$ cat src/rtl/rxf_pkg.sv
package rxf_pkg;

    localparam int CTRL_W  = 32;
    localparam int ADDR_W  = 48;
    localparam int LEN_W   = 16;

    // control word bit positions
    localparam int B_RXEN  = 0;
    localparam int B_PAD   = 1;
    localparam int B_FWCRC = 2;
    localparam int B_PAUSE = 3;
    localparam int B_LOOP  = 4;
    localparam int B_FILT  = 5;
    localparam int B_RUNT  = 6;
    localparam int B_BREJ  = 7;

    typedef enum logic [1:0] {
        ST_IDLE   = 2'd0,
        ST_FRAME  = 2'd1,
        ST_REPORT = 2'd2
    } rxf_state_e;

    typedef struct packed {
        logic              rx_en;
        logic              pad_strip;
        logic              fwd_crc;
        logic              filt_en;
        logic              keep_runt;
        logic              bc_reject;
        logic [ADDR_W-1:0] addr;
        logic [ADDR_W-1:0] mask;
    } rxf_cfg_t;

endpackage

$ cat src/rtl/rxf_cfg_shadow.sv
module rxf_cfg_shadow
    import rxf_pkg::*;
#(
    parameter int CW = CTRL_W,
    parameter int AW = ADDR_W
) (
    input  logic          clk_i,
    input  logic          rst_ni,
    input  logic          load_i,
    input  logic [CW-1:0] ctrl_i,
    input  logic [AW-1:0] addr_i,
    input  logic [AW-1:0] mask_i,
    output rxf_cfg_t      cfg_o
);

    rxf_cfg_t next_cfg;

    always_comb begin
        next_cfg.rx_en     = ctrl_i[B_RXEN];
        next_cfg.pad_strip = ctrl_i[B_PAD];
        next_cfg.fwd_crc   = ctrl_i[B_FWCRC];
        next_cfg.filt_en   = ctrl_i[B_FILT];
        next_cfg.keep_runt = ctrl_i[B_RUNT];
        next_cfg.bc_reject = ctrl_i[B_BREJ];
        next_cfg.addr      = addr_i;
        next_cfg.mask      = mask_i;
    end

    always_ff @(posedge clk_i) begin
        if (!rst_ni) begin
            cfg_o <= '0;
        end else if (load_i) begin
            cfg_o <= next_cfg;
        end
    end

endmodule

$ cat src/rtl/rxf_addr_class.sv
module rxf_addr_class #(
    parameter int AW = 48
) (
    input  logic [AW-1:0] dest_i,
    input  logic [AW-1:0] addr_i,
    input  logic [AW-1:0] mask_i,
    output logic          bcast_o,
    output logic          mcast_o,
    output logic          match_o,
    output logic          mask_nz_o
);

    localparam int GROUP_BIT = AW - 8;

    always_comb begin
        bcast_o   = &dest_i;
        mcast_o   = dest_i[GROUP_BIT] && !bcast_o;
        match_o   = ((dest_i ^ addr_i) & mask_i) == '0;
        mask_nz_o = |mask_i;
    end

endmodule

$ cat src/rtl/rxf_accept.sv
module rxf_accept
    import rxf_pkg::*;
#(
    parameter int LW      = LEN_W,
    parameter int MIN_LEN = 64
) (
    input  rxf_cfg_t      cfg_i,
    input  logic [LW-1:0] len_i,
    input  logic          crc_ok_i,
    input  logic          bcast_i,
    input  logic          match_i,
    input  logic          mask_nz_i,
    output logic          accept_o
);

    localparam logic [LW-1:0] MIN_L = LW'(MIN_LEN);

    logic is_runt;
    logic len_ok;
    logic addr_ok;

    always_comb begin
        is_runt = len_i < MIN_L;
        len_ok  = !is_runt || cfg_i.keep_runt;
        if (bcast_i) begin
            addr_ok = !(cfg_i.bc_reject && cfg_i.filt_en && mask_nz_i);
        end else begin
            addr_ok = !cfg_i.filt_en || match_i;
        end
        accept_o = cfg_i.rx_en && crc_ok_i && len_ok && addr_ok;
    end

endmodule

$ cat src/rtl/rx_frame_filter.sv
module rx_frame_filter
    import rxf_pkg::*;
#(
    parameter int CW      = CTRL_W,
    parameter int AW      = ADDR_W,
    parameter int LW      = LEN_W,
    parameter int MIN_LEN = 64
) (
    input  logic          clk_i,
    input  logic          rst_ni,
    input  logic          sof_i,
    input  logic          eof_i,
    input  logic [AW-1:0] dest_i,
    input  logic [LW-1:0] len_i,
    input  logic          crc_ok_i,
    input  logic [CW-1:0] ctrl_i,
    input  logic [AW-1:0] filt_addr_i,
    input  logic [AW-1:0] filt_mask_i,
    output logic          res_vld_o,
    output logic          accept_o,
    output logic          bcast_o,
    output logic          mcast_o,
    output logic          strip_pad_o,
    output logic          strip_crc_o
);

    rxf_state_e state_q, state_d;
    rxf_cfg_t   cfg_q;
    logic       cfg_load;
    logic       close_frame;
    logic       c_bcast, c_mcast, c_match, c_mask_nz;
    logic       c_accept;

    assign cfg_load    = sof_i && (state_q != ST_FRAME);
    assign close_frame = eof_i && (state_q == ST_FRAME);

    rxf_cfg_shadow #(.CW(CW), .AW(AW)) u_shadow (
        .clk_i  (clk_i),
        .rst_ni (rst_ni),
        .load_i (cfg_load),
        .ctrl_i (ctrl_i),
        .addr_i (filt_addr_i),
        .mask_i (filt_mask_i),
        .cfg_o  (cfg_q)
    );

    rxf_addr_class #(.AW(AW)) u_class (
        .dest_i    (dest_i),
        .addr_i    (cfg_q.addr),
        .mask_i    (cfg_q.mask),
        .bcast_o   (c_bcast),
        .mcast_o   (c_mcast),
        .match_o   (c_match),
        .mask_nz_o (c_mask_nz)
    );

    rxf_accept #(.LW(LW), .MIN_LEN(MIN_LEN)) u_accept (
        .cfg_i     (cfg_q),
        .len_i     (len_i),
        .crc_ok_i  (crc_ok_i),
        .bcast_i   (c_bcast),
        .match_i   (c_match),
        .mask_nz_i (c_mask_nz),
        .accept_o  (c_accept)
    );

    // next-state logic
    always_comb begin
        state_d = state_q;
        unique case (state_q)
            ST_IDLE:   if (sof_i) state_d = ST_FRAME;
            ST_FRAME:  if (eof_i) state_d = ST_REPORT;
            ST_REPORT: state_d = sof_i ? ST_FRAME : ST_IDLE;
            default:   state_d = ST_IDLE;
        endcase
    end

    // state register
    always_ff @(posedge clk_i) begin
        if (!rst_ni) state_q <= ST_IDLE;
        else         state_q <= state_d;
    end

    // output register
    always_ff @(posedge clk_i) begin
        if (!rst_ni) begin
            res_vld_o   <= 1'b0;
            accept_o    <= 1'b0;
            bcast_o     <= 1'b0;
            mcast_o     <= 1'b0;
            strip_pad_o <= 1'b0;
            strip_crc_o <= 1'b0;
        end else if (close_frame) begin
            res_vld_o   <= 1'b1;
            accept_o    <= c_accept;
            bcast_o     <= c_bcast;
            mcast_o     <= c_mcast;
            strip_pad_o <= cfg_q.pad_strip;
            strip_crc_o <= !cfg_q.fwd_crc;
        end else begin
            res_vld_o   <= 1'b0;
        end
    end

endmodule

$ cat config.mk
export PLATFORM = sky130hd
export DESIGN_NAME = rx_frame_filter
export DESIGN_NICKNAME = d
export VERILOG_FILES = /design/src/rtl/rxf_pkg.sv /design/src/rtl/rxf_cfg_shadow.sv /design/src/rtl/rxf_addr_class.sv /design/src/rtl/rxf_accept.sv /design/src/rtl/rx_frame_filter.sv
export SDC_FILE = /design/constraint.sdc
export NUM_CORES = 1
export LEC_CHECK = 0
export BUFFER_PORTS_ARGS = -buffer_cell sky130_fd_sc_hd__buf_2
export CORE_UTILIZATION = 47
export DETAILED_ROUTE_END_ITERATION = 8
export PLACE_DENSITY = 0.78
export SYNTH_ARGS = -nofsm -noshare
export SYNTH_HDL_FRONTEND = slang
export SYNTH_SLANG_ARGS = --single-unit
$ cat constraint.sdc
create_clock -name clk_i -period 2.36 [get_ports clk_i]
set_clock_uncertainty 0.1 [all_clocks]
set_input_delay 0.354 -clock clk_i [delete_from_list [all_inputs] [get_ports clk_i]]
set_output_delay 0.354 -clock clk_i [all_outputs]
set_load 0.01 [all_outputs]
==> impl_results.md, run 1 <==
- H-tree Lvls: 3
- Clock power frac: 0.302
- Post-DP HPWL: 10600 µm
- RSZ-0062 raised after global routing: false
- Critical Path Sink Type: register
- Required time of the critical path: 2570 ps
- FMAX: 576 MHz
- R2R Setup Slk: 620 ps
- Inserted Clock Buffers: 9
- Clock-pin slew on the worst setup and hold paths: 100 ps
- DIE AREA: 10400 µm²
- Combinational fraction of design power: 0.162
- Synth unique cells: 29
- Max VDD drop: 0.366 mV
- Yosys top cell by area: dfxtp_1
- Fin area: 5890 µm²
- CP Launch Type: register
- CTS tree: built
- Core Box Area: 9730 µm²
- Vias in the first global route: 4495
- Resized Gates After CTS: 0
- Fin crit share: 0.736
- First-pass GRT wire length: 21300 µm
- Via count: 4743
- Final global-route overflow total: 0
- Met2 wire length: 6440 µm
- Port Buf Inserts: 170
- Seq pwr share: 0.536
- Syn Std Cell Area: 4680 µm²
- Synth Register Bits: 110
- Drt first pass iters: 5
- Total global-route track usage: 0.268
- DRC viols: 0
- Sw Share: 0.272
- Initial antenna violation count: 0
- Warnings, synthesis: 0
- CTS sink count: 110
- Setup_tns: 0 ps
- Final min period: 1740 ps
- DR top layer: met4
- Met3 wire length: 913 µm
- Final hold violation count: 0
- Critical path type: reg -> reg
- Fill cells: 887
- Top-Level Pins: 203
- Pin count of the biggest net entering global routing: 48
- Die Ht: 102 µm
- Slew HR: 0.559
- Worst skew pair latency: 360 ps
- Reg-to-Reg End: accept_o
- Drt via density: 5.35
- Final RePlAce weighted congestion: 0.937
- 1st-iter DRT viols: 309
- Async S/R FF share, synth: 0
- Syn Inst Count: 594
- Multi-input logic area: 2340 µm²
- Top-area cell type share of the netlist area: 0.470
- Worst-margin pin slew: 656 ps
- Post-Place Cell Area: 5690 µm²
- Antenna Nets Post-Route: 0
- Critical Path Fanout Max: 3
- Tightest Hold Check Type: in -> reg
- FF-to-FF Start: u_shadow.cfg_o[8]
- Pwr Total: 0.00383 W
- CTS Buffer Depth: 2
- Power Density: 650 nW/µm²
- Wire length on met1: 5840 µm
- Root Driver: clkbuf_8
- Outcome: finished, final reports clean
- Count of pins over their slew limit: 0
- Area Growth Syn to Fin: 25.9%
- Layout Nets: 946
- Die X: 102 µm
- Hold buffer count at cts: 0
- Rows: 36
- N_diodes: 0
- Mapped Avg Cell Area: 7.88 µm²
- Most common flop cell mapped by yosys: dfxtp_1
- Sw Pwr: 0.00104 W
- Initial Util: 0.481
- Leak: 2.61 nW
- Seq. cell area: 2200 µm²
- Syn Nets: 791
- Wire per inst: 15.6 µm
- Worst hold slack: 113 ps
- MaxCap Viol Count: 0
- Synth area leaders: dfxtp_1, nand2_1, a21oi_1, xor2_1, a22oi_1
- Worst Path Arrival: 1950 ps
- Post-synthesis sequential area ratio: 0.470
- Hold Path Cell Cnt: 3
- Share of cells above drive strength 1: 0.267
- Routed wire length: 13800 µm
- Final setup viols: 0
- Int Pwr: 0.00279 W
- Reg2reg path depth: 5
- Total setup buffers inserted after CTS: 0
- Min-delay src: filt_addr_i[34]
- Post-synth EDFFs: 0
- Hold worst-path end: u_shadow.cfg_o[82]
## routing by layer
layer  vias to the layer above  GRT usage
met5                         -          0
met4                         0      0.138
met3                        43     0.0417
met2                       209      0.445
met1                      2170      0.340
li1                       2321          -
## final cells by class
class,count,share of cell area
Multi-Input combinational cell,447,0.397
Sequential cell,110,0.374
Timing Repair Buffer,178,0.165
Tap cell,133,0.0282
Clock buffer,13,0.0270
Clock inverter,3,0.00722
Inverter,3,0.00191
## power groups by stage
stage / registers (W) / logic [W] / clock network (W)
after detailed placement: 0.00209 / 0.000617 / 0
final: 0.00205 / 0.000622 / 0.00116
after floorplan: 0.00207 / 0.000338 / 0
after global placement: 0.00209 / 0.000606 / 0
after global routing: 0.00207 / 0.000688 / 0.00124
after CTS: 0.00205 / 0.000619 / 0.00117
## placed cells by master, fill, tap and decap left out, drive strengths merged
master and count:
nand2 206, buf 178, dfxtp 110, a21oi 103
xor2 48, a22oi 25, nand4 21, nor4 18
clkbuf 13, nor2 9, inv 3, nand3 3
and2 2, nand2b 1, o22ai 1, nand3b 1
nor3 1, a32oi 1, nor4b 1, a21boi 1
o311a 1, a211oi 1, a21o 1, o21a 1
mux2i 1, clkinv 1, bufinv 1, clkinvlp 1
## worst max-delay path, stage by stage, from the launching register on
cell and delay (ps):
dfxtp_1 340, nor4_1 400, nand4_1 160, o311a_1 370, a211oi_2 220, a21o_1 110
## state kept, by name, summed over array words and instances (netlist names)
register        count
mcast_o             1
res_vld_o           1
bcast_o             1
strip_pad_o         1
strip_crc_o         1
state_q             2
accept_o            1
u_shadow.cfg_o    102
## metrics by stage
stage                     setup WS, ps  std cells   util
final                              624        887  0.606
after global routing               542        887  0.606
after CTS                          622        887  0.606
after detailed placement           351        871  0.585
after global placement             401        871  0.585
after floorplan                    912        594      -
## Yosys cell counts (2+ instances only)
cell      count
a21oi_1     103
inv_1         2
clkbuf_1     24
nand3_1       2
a22oi_1      25
nand2_1     206
nand4_1      21
nor2_1        9
and2_1        2
buf_2         9
dfxtp_1     110
nor4_2        4
xor2_1       48
nor4_1       14
## worst max-delay path by stage
stage                        from       end  slack [ps]  cells after the start
6_report        u_shadow.cfg_o[8]  accept_o         620                      5
5_1_grt         u_shadow.cfg_o[8]  accept_o         540                      5
4_1_cts        u_shadow.cfg_o[13]  accept_o         620                      5
3_5_place_dp           dest_i[22]  accept_o         350                      6
3_3_place_gp           dest_i[22]  accept_o         400                      6
2_1_floorplan  u_shadow.cfg_o[24]  accept_o         910                      5
## logic make-up (layout without fill, tap and decap cells)
logic type      Yosys count  count (layout)  share of synthesized area
simple gates            263             263                      0.243
xor+xnor                 48              48                     0.0898
flops                   110             110                      0.470
mux                       1               1                    0.00214
buf+inv                  37             197                     0.0321
compound gates          135             135                      0.163
(Power assumes the default switching activity.)
==> run 2, diff against run 1 <==
==> constraint.sdc (replaced) <==
create_clock -name clk_i -period 1.75 [get_ports clk_i]
set_clock_uncertainty 0.1 [all_clocks]
set_input_delay 0.2625 -clock clk_i [delete_from_list [all_inputs] [get_ports clk_i]]
set_output_delay 0.2625 -clock clk_i [all_outputs]
set_load 0.01 [all_outputs]
==> impl_results.md, run 2 (synthesis gave the netlist of run 1 again) <==
- Outcome: finished, final reports clean
- DRC viols: 0
- Share of cells above drive strength 1: 0.289
- Worst skew pair latency: 380 ps
- Count of pins over their slew limit: 0
- Commonest non-fill, non-tap cell in the layout: nand2_1
- Post-DP HPWL: 10600 µm
- Rows: 36
- CP Launch Type: register
- Critical path type: reg -> reg
- Setup_tns: 0 ps
- Seq. cell area: 2200 µm²
- Commonest cells after routing, fill and taps aside: nand2_1, buf_2, dfxtp_1
- Hold Path Cell Cnt: 3
- FMAX: 582 MHz
- Final global-route overflow total: 0
- Hold worst-path end: u_shadow.cfg_o[56]
- Largest register by flop count: u_shadow.cfg_o
- Die X: 102 µm
- Slew HR: 0.642
- Place WS: -78.9 ps
- Worst Path Arrival: 1940 ps
- Area Growth Syn to Fin: 29.2%
- CTS Buffer Depth: 2
- Drt first pass iters: 5
- Worst-margin pin slew: 532 ps
- Core Util, Final: 0.622
- Worst hold slack: 2.35 ps
- Critical Path Sink Type: register
- Fin area: 6050 µm²
- Total global-route track usage: 0.268
- Post-Place Cell Area: 5830 µm²
- Multi-input logic area: 2370 µm²
- Layout Nets: 963
- Final hold violation count: 0
- Required time of the critical path: 1970 ps
- Initial Util: 0.481
- Total setup buffers inserted after CTS: 0
- CTS tree: built
- MaxCap Viol Count: 0
- Clock-pin slew on the worst setup and hold paths: 120 ps
- Critical Path Fanout Max: 3
- Final WS setup: 30.9 ps
- DIE AREA: 10400 µm²
- Largest register FFs: 102
- Routed wire length: 14100 µm
- First-pass GRT wire length: 21300 µm
- Port Buf Inserts: 170
- 1st-iter DRT viols: 378
- Root Driver: clkbuf_8
- R2R Setup Slk: 30 ps
- Inserted Clock Buffers: 9
- Core Box Area: 9730 µm²
- Min-delay src: filt_addr_i[8]
- Vias in the first global route: 4413
- Tightest Hold Check Type: in -> reg
- Final RePlAce weighted congestion: 0.899
- Power Density: 851 nW/µm²
- CTS sink count: 110
- Reg2reg path depth: 5
- Top-Level Pins: 203
- Via count: 4792
- N_diodes: 0
- Reg-to-Reg End: accept_o
- Die Ht: 102 µm
- Wire per inst: 15.6 µm
- Final setup viols: 0
- Fin crit share: 0.982
- Final min period: 1720 ps
- Regs by FF count: u_shadow.cfg_o (102), state_q (2)
- Pin count of the biggest net entering global routing: 109
- Leak: 2.70 nW
- Drt via density: 5.30
- Max VDD drop: 0.473 mV
- Initial antenna violation count: 0
- Antenna Nets Post-Route: 0
- FF-to-FF Start: u_shadow.cfg_o[8]
- H-tree Lvls: 3
- Fill cells: 862
[run 2: stage by stage]
step / cells / total power, W
after floorplan: 594 / 0.00325
after global placement: 888 / 0.00366
after detailed placement: 888 / 0.00369
after CTS: 904 / 0.00513
after global routing: 904 / 0.00536
final: 904 / 0.00514
[run 2: worst max-delay path by stage]
stage,start,endpoint,depth (start not counted)
2_1_floorplan,u_shadow.cfg_o[24],accept_o,5
3_3_place_gp,dest_i[22],mcast_o,8
3_5_place_dp,dest_i[22],mcast_o,8
4_1_cts,u_shadow.cfg_o[37],accept_o,5
5_1_grt,u_shadow.cfg_o[8],accept_o,5
6_report,u_shadow.cfg_o[8],accept_o,5
[run 2: cell type report]
cell class / instances / area share
clock inverter: 7 / 0.0103
tap: 133 / 0.0275
inverter: 3 / 0.00186
sequential: 110 / 0.364
clock buffer: 9 / 0.0205
timing repair buffer: 195 / 0.184
multi-input combinational: 447 / 0.391
[run 2: what timing repair did]
action                                  4_1_cts  5_1_grt
hold buffers                                  0        0
resized for setup                             1        3
endpoints found under the setup margin        1        1
[run 2: power by group]
group	switching, W	internal, W
combinational	0.000473	0.000405
clock	0.000936	0.000552
sequential	0.000126	0.00265
total	0.00154	0.00361
[run 2: routing by layer]
metal | wire, µm | track usage
met1 | 5910 | 0.345
met2 | 6800 | 0.449
met3 | 971 | 0.0445
met4 | 405 | 0.113
met5 | 0 | 0
[run 2: worst max-delay path, stage by stage (launching register included)]
cell	delay, ps
dfxtp_1	400
nor4_4	340
nand4_1	150
o311a_1	360
a211oi_2	200
a21o_1	100
==> run 3, diff against run 2 <==
==> constraint.sdc (replaced) <==
create_clock -name clk_i -period 1.9 [get_ports clk_i]
set_clock_uncertainty 0.1 [all_clocks]
set_input_delay 0.285 -clock clk_i [delete_from_list [all_inputs] [get_ports clk_i]]
set_output_delay 0.285 -clock clk_i [all_outputs]
set_load 0.01 [all_outputs]
==> impl_results.md, run 3 (synthesis gave the netlist of run 1 again) <==
- Tightest Hold Check Type: in -> reg
- CTS tree: built
- Drt via density: 5.37
- Largest register FFs: 102
- Outcome: finished, final reports clean
- CP max-delay cell: nor4_1
- Critical path type: reg -> reg
- DIE AREA: 10400 µm²
- Bufs and invs on worst path: 0
- Regs by FF count: u_shadow.cfg_o (102), state_q (2)
- Critical Path Sink Type: register
- Min-delay src: filt_addr_i[46]
- FF-to-FF Start: u_shadow.cfg_o[8]
- Antenna Nets Post-Route: 0
- CP peak stage delay: 400 ps
- Commonest non-fill, non-tap cell in the layout: nand2_1
- Worst Path Arrival: 1930 ps
- Required time of the critical path: 2120 ps
- CP Launch Type: register
- Clock power frac: 0.276
- Final min period: 1710 ps
- Area Growth Syn to Fin: 25.4%
- Hold buffer count at cts: 0
- Worst skew pair latency: 370 ps
- Final RePlAce weighted congestion: 0.906
- Wire per inst: 15.5 µm
- Resized Gates After CTS: 0
- Largest register by flop count: u_shadow.cfg_o
- Power Density: 781 nW/µm²
- Setup_tns: 0 ps
- Place WS: 33.2 ps
- DRC viols: 0
- Final WS setup: 185 ps
- Count of pins over their slew limit: 0
- Leak: 2.60 nW
- Sw Pwr: 0.00128 W
- Core Box Area: 9730 µm²
- Port Buf Inserts: 170
- Pin count of the biggest net entering global routing: 109
- Layout Nets: 949
- Initial Util: 0.481
- 1st-iter DRT viols: 299
- Top-Level Pins: 203
- Die X: 102 µm
- H-tree Lvls: 3
- Final hold violation count: 0
- Total global-route track usage: 0.270
- Final setup viols: 0
- RSZ-0062 raised after global routing: false
- CP top delay family: compound AO/OA/AOI/OAI gates
- Total setup buffers inserted after CTS: 0
- First-pass GRT wire length: 21300 µm
- FMAX: 583 MHz
- N_diodes: 0
- Inserted Clock Buffers: 9
- Seq pwr share: 0.556
- Via count: 4780
- Share of cells above drive strength 1: 0.267
- Vias in the first global route: 4485
- Initial antenna violation count: 0
- Sw Share: 0.279
- Max VDD drop: 0.346 mV
- R2R Setup Slk: 190 ps
- Root Driver: clkbuf_8
- Fin crit share: 0.903
- Int Pwr: 0.00331 W
- Final global-route overflow total: 0
- Commonest cells after routing, fill and taps aside: nand2_1, buf_2, dfxtp_1
- Worst-margin pin slew: 498 ps
- Post-DP HPWL: 10400 µm
- Cell Chain, Critical Path: nor4_1, nand4_1, o311a_1, a211oi_2, a21o_1
- Critical Path Fanout Max: 3
- CTS sink count: 110
- Clock-pin slew on the worst setup and hold paths: 100 ps
- Worst Setup SP: u_shadow.cfg_o[8]
- Combinational fraction of design power: 0.168
- Die Ht: 102 µm
- Drt first pass iters: 5
- MaxCap Viol Count: 0
- Slew HR: 0.665
- Rows: 36
- CTS Buffer Depth: 2
- Routed wire length: 13800 µm
run 3: cell count changes in the layout (fill, tap and decap cells not counted), moves of 2 or more:
cell and change:
buf_4 -12, clkbuf_1 +4, nor4_1 +3, buf_12 -2
inv_6 -2, inv_8 -2, nor4_2 -2
run 3: layer usage:
layer  global-route usage  vias to the layer above  part of all wire
li1                     -                     2335                 -
met1                0.335                     2188              0.40
met2                0.449                      217              0.47
met3               0.0472                       40             0.080
met4                0.147                        0             0.042
met5                    0                        -                 0
run 3: final cells by class:
type | instances | area, µm²
clock buffer | 14 | 153
clock inverter | 2 | 17.5
fill | 889 | 3860
inverter | 3 | 11.3
multi-input combinational | 447 | 2340
sequential | 110 | 2200
tap | 133 | 166
timing repair buffer | 181 | 983
run 3: per-stage QoR:
step	utilization	power, W	hold WS, ps	std cells	cell area, µm²
floorplan	-	0.00299	307	594	4680
global placement	0.586	0.00334	340	874	5700
detailed placement	0.586	0.00336	350	874	5700
CTS	0.604	0.00460	38.6	890	5870
global route	0.604	0.00479	45.4	890	5870
finish	0.604	0.00459	46.8	890	5870
run 3: path summary, 6_finish.rpt:
check	endpoint	depth (start not counted)
worst min register to register	u_shadow.cfg_o[98]	2
worst max register to register	accept_o	5
worst min-delay path	u_shadow.cfg_o[94]	3
worst max-delay path	accept_o	5
run 3: worst register-to-register path, cell delays in order, from the launching register on:
cell,delay [ps]
dfxtp_1,330
nor4_1,400
nand4_1,160
o311a_1,370
a211oi_2,200
a21o_1,110
run 3: power by group through the flow:
stage,logic (W),clock network [W],registers [W]
3_5_place_dp,0.000764,0,0.00260
2_1_floorplan,0.000420,0,0.00257
5_1_grt,0.000851,0.00137,0.00257
6_report,0.000770,0.00127,0.00255
3_3_place_gp,0.000749,0,0.00259
4_1_cts,0.000767,0.00129,0.00255
